==> src/rtl/tac_pkg.sv <==
package tac_pkg;
  localparam int unsigned NRES   = 5;  // checked results
  localparam int unsigned NRAW   = 3;  // raw adder copies
  localparam int unsigned M_EXT  = 3;  // mask bit: external vote
  localparam int unsigned M_LOC  = 4;  // mask bit: local vote
  localparam int unsigned KIND_W = 2;
  localparam int unsigned K_ERR  = 0;  // kind bit: mismatch seen
  localparam int unsigned K_PER  = 1;  // kind bit: period elapsed
  typedef logic [NRES-1:0]   mask_t;
  typedef logic [KIND_W-1:0] kind_t;
endpackage

==> src/rtl/tac_report_slot.sv <==
module tac_report_slot
  import tac_pkg::*;
#(
  parameter int unsigned PW    = 40,
  parameter int unsigned RPT_W = 16,
  parameter int unsigned TS_W  = 16
) (
  input  logic             clk,
  input  logic             rst_n,
  input  logic             tick,
  input  logic             err,
  input  logic [RPT_W-1:0] rpt_cfg,
  input  logic [PW-1:0]    payload,
  input  logic             rec_ready,
  output logic             rec_valid,
  output logic [PW-1:0]    rec_payload,
  output kind_t            rec_kind,
  output logic [TS_W-1:0]  rec_ts
);
  logic [RPT_W-1:0] rpt_q, rpt_d;
  logic [TS_W-1:0]  ts_q, ts_d;
  logic             vld_q, vld_d;
  logic [PW-1:0]    pl_q, pl_d;
  kind_t            kind_q, kind_d;
  logic [TS_W-1:0]  rts_q, rts_d;
  logic             due, fire, take;

  always_comb begin
    due  = (rpt_cfg != '0) && (rpt_q >= rpt_cfg - RPT_W'(1));
    fire = tick && (err || due);
    take = !vld_q || rec_ready;
    rpt_d = rpt_q;
    ts_d  = ts_q;
    if (tick) begin
      rpt_d = (due || rpt_cfg == '0) ? '0 : rpt_q + RPT_W'(1);
      ts_d  = ts_q + TS_W'(1);
    end
    vld_d  = vld_q;
    pl_d   = pl_q;
    kind_d = kind_q;
    rts_d  = rts_q;
    if (fire && take) begin
      vld_d         = 1'b1;
      pl_d          = payload;
      kind_d        = '0;
      kind_d[K_ERR] = err;
      kind_d[K_PER] = due;
      rts_d         = ts_q;
    end else if (rec_ready) begin
      vld_d = 1'b0;
    end
  end

  always_ff @(posedge clk or negedge rst_n) begin
    if (!rst_n) begin
      rpt_q  <= '0;
      ts_q   <= '0;
      vld_q  <= 1'b0;
      pl_q   <= '0;
      kind_q <= '0;
      rts_q  <= '0;
    end else begin
      rpt_q  <= rpt_d;
      ts_q   <= ts_d;
      vld_q  <= vld_d;
      pl_q   <= pl_d;
      kind_q <= kind_d;
      rts_q  <= rts_d;
    end
  end

  assign rec_valid   = vld_q;
  assign rec_payload = pl_q;
  assign rec_kind    = kind_q;
  assign rec_ts      = rts_q;

  // a stalled record keeps every field
  assert_hold_R9: assert property (@(posedge clk) disable iff (!rst_n)
    (rec_valid && !rec_ready) |=> (rec_valid && $stable(rec_payload) &&
                                   $stable(rec_kind) && $stable(rec_ts)));
  // the tick count steps by one per tick and rests otherwise
  assert_ts_step_R8: assert property (@(posedge clk) disable iff (!rst_n)
    tick |=> (ts_q == TS_W'($past(ts_q) + TS_W'(1))));
  assert_ts_rest_R8: assert property (@(posedge clk) disable iff (!rst_n)
    !tick |=> $stable(ts_q));
  // an offered record names at least one cause
  assert_kind_R5: assert property (@(posedge clk) disable iff (!rst_n)
    rec_valid |-> (rec_kind != '0));
endmodule

==> config.mk <==
export PLATFORM = sky130hd
export DESIGN_NAME = tac_report_slot
export DESIGN_NICKNAME = d
export VERILOG_FILES = /design/src/rtl/tac_pkg.sv /design/src/rtl/tac_report_slot.sv
export SDC_FILE = /design/constraint.sdc
export NUM_CORES = 1
export LEC_CHECK = 0
export ABC_AREA = 1
export BUFFER_PORTS_ARGS = -buffer_cell sky130_fd_sc_hd__clkbuf_2
export CAP_MARGIN = 5
export CORE_UTILIZATION = 55
export CTS_BUF_LIST = sky130_fd_sc_hd__clkbuf_8
export CTS_CLUSTER_SIZE = 30
export DETAILED_ROUTE_END_ITERATION = 8
export PLACE_DENSITY = 0.83
export SLEW_MARGIN = 20
export SYNTH_ARGS = -nofsm -noshare
export SYNTH_HDL_FRONTEND = slang
export SYNTH_SLANG_ARGS = --single-unit
==> constraint.sdc <==
create_clock -name clk -period 2.2 [get_ports clk]
set_clock_uncertainty 0.1 [all_clocks]
set_input_delay 0.11 -clock clk [delete_from_list [all_inputs] [get_ports clk]]
set_output_delay 0.11 -clock clk [all_outputs]
set_load 0.005 [all_outputs]
==> tab_implementation.tex <==
\begin{tabular}{lr}
\hline
Metric & Value \\
\hline
\multicolumn{2}{l}{\textbf{Clocking}} \\
\quad Clock Root Buffer & sky130\_fd\_sc\_hd\_\_clkbuf\_8 \\
\quad Worst-skew pair later-pin latency & around 380 ps \\
\quad Clock-pin slew of the registers on the worst-case setup and hold paths & 110 ps \\
\quad CTS tree & done \\
\quad Max Root-Sink Buffers & 2 \\
\quad Total number of clock tree sinks & 91 \\
\quad CTS H-tree lvls & 3 \\
\quad TritonCTS Buffers & 9 \\
\multicolumn{2}{l}{\textbf{Synthesis}} \\
\quad Post-synthesis xor/xnor area fraction & 0.0623 \\
\quad Complex-gate fraction of the synthesized area & 0.0254 \\
\quad Gate Count Post-Synth & 545 \\
\quad Yosys synthesis warning count & 0 \\
\quad Largest area contributor in the synthesized netlist & sky130\_fd\_sc\_hd\_\_dfrtp\_1 \\
\quad Unique cell type count in the Yosys netlist & 29 \\
\quad Most used DFF post-synth & sky130\_fd\_sc\_hd\_\_dfrtp\_1 \\
\quad Cell area after synthesis & 4640 um2 \\
\quad Leading cell types by count after synthesis & 177 x sky130\_fd\_sc\_hd\_\_nand2\_1, 91 x sky130\_fd\_sc\_hd\_\_dfrtp\_1, 66 x sky130\_fd\_sc\_hd\_\_nand4\_1, 45 x sky130\_fd\_sc\_hd\_\_inv\_1, 36 x sky130\_fd\_sc\_hd\_\_nor2\_1 \\
\quad Multiplexer share of the synthesized area & 0 \\
\quad Number of register bits inferred by synthesis & 91 \\
\quad Synthesized-area fraction occupied by and/or/nand/nor cells & 0.301 \\
\quad Post-synthesis async set-or-reset flop share & 1.00 \\
\quad Synth top area share & 0.491 \\
\quad Count of flip-flops with a built-in enable after synthesis & 0 \\
\quad Per-instance average area after synthesis & 8.51 um2 \\
\quad Synth area leaders & sky130\_fd\_sc\_hd\_\_dfrtp\_1 49\%, sky130\_fd\_sc\_hd\_\_nand2\_1 14\%, sky130\_fd\_sc\_hd\_\_nand4\_1 8.9\%, sky130\_fd\_sc\_hd\_\_ha\_1 5.4\%, sky130\_fd\_sc\_hd\_\_inv\_1 3.6\% \\
\quad Nets in the synthesized netlist & 626 \\
\quad Cell with the most instances after synthesis & sky130\_fd\_sc\_hd\_\_nand2\_1 \\
\quad Adder-cell area share of the yosys netlist & 0.0540 \\
\quad Largest family of logic cells by synthesized area & simple AND/OR/NAND/NOR gates \\
\quad Sequential fraction of the synthesis area & 0.491 \\
\multicolumn{2}{l}{\textbf{Status}} \\
\quad Status & finished with violations \\
\quad Violated checks & negative setup slack \\
\multicolumn{2}{l}{\textbf{Final layout}} \\
\quad Total number of nets in the final design & 840 \\
\quad Area Overhead vs Synth & 50.7\% \\
\quad Final design utilization & 0.855 \\
\quad Share of layout cells above drive strength 1 & 0.377 \\
\quad Number of antenna repair diodes & 0 \\
\multicolumn{2}{l}{\textbf{Placed design}} \\
\quad \# port buffers & between 100 and 150 \\
\quad DP Wirelength & approximately 8200 um \\
\quad Final RePlAce weighted congestion & 0.801 \\
\multicolumn{2}{l}{\textbf{Power}} \\
\quad Combinational cell fraction of total power & 0.349 \\
\quad Sequential cell fraction of total power & 0.441 \\
\quad Cell-internal power & approximately 3.3 mW \\
\quad Peak ir drop on the vdd network & 0.000534 V \\
\quad Net switching fraction of the power & 0.400 \\
\quad Leakage power & 3.75 nW \\
\quad Power per unit of standard cell area & between 700 and 800 nW/um2 \\
\quad Clock power frac & 0.210 \\
\quad Sw power & 2.21 mW \\
\multicolumn{2}{l}{\textbf{Route}} \\
\quad DRC violation count after routing & 0 \\
\quad Number of detailed-routing iterations run before antenna repair & 8 \\
\quad Routed length per instance & 23.2 um \\
\quad Aggregate routed wire length & approximately 20000 um \\
\quad Vias after detailed routing & 5614 \\
\quad Number of routed nets with antenna violations & 0 \\
\quad DR vias/cell & between 6 and 7 \\
\quad Violation count after the first detailed-routing iteration & 729 \\
\multicolumn{2}{l}{\textbf{Timing}} \\
\quad Setup repair after global routing missed its margin & true \\
\quad Pins Over Slew Limit & 0 \\
\quad Final worst hold slack & 150 ps \\
\quad Final Hold Vio Count & 0 \\
\quad Achievable Freq & about 0.34 GHz \\
\quad Worst-case headroom to the max-slew limit & 0.590 \\
\quad Crit share post-route & 1.34 \\
\quad Endpoints failing setup & 75 \\
\quad Slew @ Worst Pin & roughly 610 ps \\
\quad Final setup margin & -758 ps \\
\quad Final worst path period need & 2960 ps \\
\multicolumn{2}{l}{\textbf{Floorplan}} \\
\quad Die Wd & 93.8 um \\
\quad DIE HEIGHT & between 90 and 100 um \\
\quad DIE AREA & 8800 um2 \\
\quad Core Box Area & 8180 um2 \\
\quad Initial standard-cell utilization of the core & 0.567 \\
\quad Num rows & 33 \\
\quad Number of placed I/O pins & 120 \\
\multicolumn{2}{l}{\textbf{Global route}} \\
\quad GR Overflow Total & 0 \\
\quad Overall global routing resource usage & 0.376 \\
\quad Largest net degree at the start of global routing & between 40 and 50 \\
\quad First-pass GRT wire length & 25200 um \\
\quad Vias in the first global route & 5118 \\
\quad Antenna violations before repair & 0 \\
\multicolumn{2}{l}{\textbf{Worst setup path}} \\
\quad Largest fanout on the critical path & 8 \\
\quad Type of destination of the critical path & flip-flop \\
\quad FF-to-FF setup slack & -620 ps \\
\quad Worst reg2reg path depth & 18 \\
\quad Arrival time of data at the critical path endpoint & between 3000 and 4000 ps \\
\quad Critical Path Source Type & input pin \\
\quad Data required, critical path & 2410 ps \\
\quad Worst R2R End & rec\_payload[13] \\
\quad Worst R2R Start & rpt\_q[0] \\
\quad Critical path class & input pin to flip-flop \\
\multicolumn{2}{l}{\textbf{Flow run}} \\
\quad Max-Cap Viols & 0 \\
\multicolumn{2}{l}{\textbf{Hold path}} \\
\quad Path category of the worst min-delay check & input pin to async pin \\
\hline
\end{tabular}
## through the flow
| stage | cell area (um2) | setup TNS, ps | worst slack (ps) | cells | power [mW] |
|---|---|---|---|---|---|
| floorplan | 4670 | -17440 | -323 | 545 | 3.02 |
| global route | 6990 | -43990 | -911 | 869 | 5.72 |
| finish | 6990 | -34410 | -758 | 869 | 5.51 |
| global placement | 5650 | -36330 | -526 | 787 | 3.53 |
| detailed placement | 5650 | -46630 | -673 | 787 | 3.62 |
| CTS | 6740 | -13820 | -214 | 869 | 4.93 |
## logic make-up after synthesis
logic type      count (synthesis)
flops                          91
xor+xnor                       33
fa+ha+maj                      20
compound gates                 22
buf+inv                        72
simple gates                  307
## how the worst max path moves through the flow
stage | from | to | cells past startpoint
finish | rpt_cfg[2] | rec_payload[13] | 23
global route | rpt_cfg[4] | rec_payload[20] | 23
CTS | rpt_cfg[2] | rpt_q[1] | 19
detailed placement | rpt_cfg[2] | rec_payload[11] | 19
global placement | rpt_cfg[2] | rec_ts[4] | 19
floorplan | rpt_cfg[2] | rec_payload[10] | 19
## worst max-delay path: stages
cell and delay (ps):
sky130_fd_sc_hd__buf_8 100, sky130_fd_sc_hd__nor2_4 110, sky130_fd_sc_hd__nand4_1 130, sky130_fd_sc_hd__nor3_2 200, sky130_fd_sc_hd__buf_4 150, sky130_fd_sc_hd__buf_4 110
sky130_fd_sc_hd__xnor2_1 70, sky130_fd_sc_hd__ha_1 320, sky130_fd_sc_hd__nand2_1 90, sky130_fd_sc_hd__inv_1 120, sky130_fd_sc_hd__nand2_1 110, sky130_fd_sc_hd__nor2_1 140
sky130_fd_sc_hd__nor2_1 60, sky130_fd_sc_hd__nand2_1 90, sky130_fd_sc_hd__nand2_1 100, sky130_fd_sc_hd__nand2_2 110, sky130_fd_sc_hd__nand2_4 70, sky130_fd_sc_hd__nand2_4 110
sky130_fd_sc_hd__buf_8 140, sky130_fd_sc_hd__buf_12 110, sky130_fd_sc_hd__buf_12 110, sky130_fd_sc_hd__nand4_1 280, sky130_fd_sc_hd__nand2_1 230
## sequential cells by signal, indices dropped and copies added, names as in the netlist
signal and flops:
rpt_q 16, rec_ts 16, ts_q 16, rec_valid 1, rec_kind 2, rec_payload 40
## per-layer routing
metal	up-vias	track usage	wire length (um)
li1	2219	-	-
met1	2583	0.424	6410
met2	581	0.641	9120
met3	229	0.0955	2410
met4	2	0.226	2170
met5	-	0	36
## layout by cell type, fill, tap and decap left out, types with 5 or more instances in the layout
cell | synthesis | routed
sky130_fd_sc_hd__nor2_2 | 4 | 9
sky130_fd_sc_hd__nand3_1 | 9 | 7
sky130_fd_sc_hd__a21oi_1 | 11 | 6
sky130_fd_sc_hd__nand2_2 | 1 | 31
sky130_fd_sc_hd__buf_12 | 0 | 11
sky130_fd_sc_hd__a21oi_2 | 0 | 5
sky130_fd_sc_hd__clkbuf_8 | 0 | 10
sky130_fd_sc_hd__xnor2_1 | 14 | 14
sky130_fd_sc_hd__dfrtp_1 | 91 | 91
sky130_fd_sc_hd__ha_1 | 20 | 18
sky130_fd_sc_hd__xor2_1 | 19 | 19
sky130_fd_sc_hd__clkbuf_2 | 0 | 116
sky130_fd_sc_hd__nand4_1 | 66 | 66
sky130_fd_sc_hd__nor2_1 | 36 | 29
sky130_fd_sc_hd__nand2_4 | 0 | 15
sky130_fd_sc_hd__nand2_1 | 177 | 131
sky130_fd_sc_hd__inv_1 | 45 | 42
sky130_fd_sc_hd__buf_4 | 3 | 46
sky130_fd_sc_hd__buf_6 | 2 | 6
sky130_fd_sc_hd__dlygate4sd3_1 | 0 | 42
## power groups by stage
stage	Combinational [mW]	Sequential [mW]	Clock (mW)
CTS	1.51	2.30	1.12
global placement	1.23	2.30	0
finish	1.92	2.43	1.16
detailed placement	1.30	2.32	0
global route	2.06	2.44	1.22
floorplan	0.720	2.30	0
## what timing repair did
item | 4_1_cts | 5_1_grt
setup endpoints to repair | 73 | 75
endpoints found under the hold margin | 85 | 0
gates cloned | 7 | 2
gates resized for setup | 42 | 76
setup buffers | 18 | 7
hold buffers | 42 | 0
pin swaps | 5 | 16
## layout make-up
type | count | area, um2
fillers | 347 | 1180
repair buffers | 228 | 1810
repair inverters | 1 | 7.51
clock inverters | 6 | 58.8
multi-input cells | 382 | 2400
flip-flops and latches | 91 | 2280
clock buffers | 10 | 138
well taps | 105 | 131
inverters | 46 | 175
Note: power is estimated with default switching activity, not from simulation.
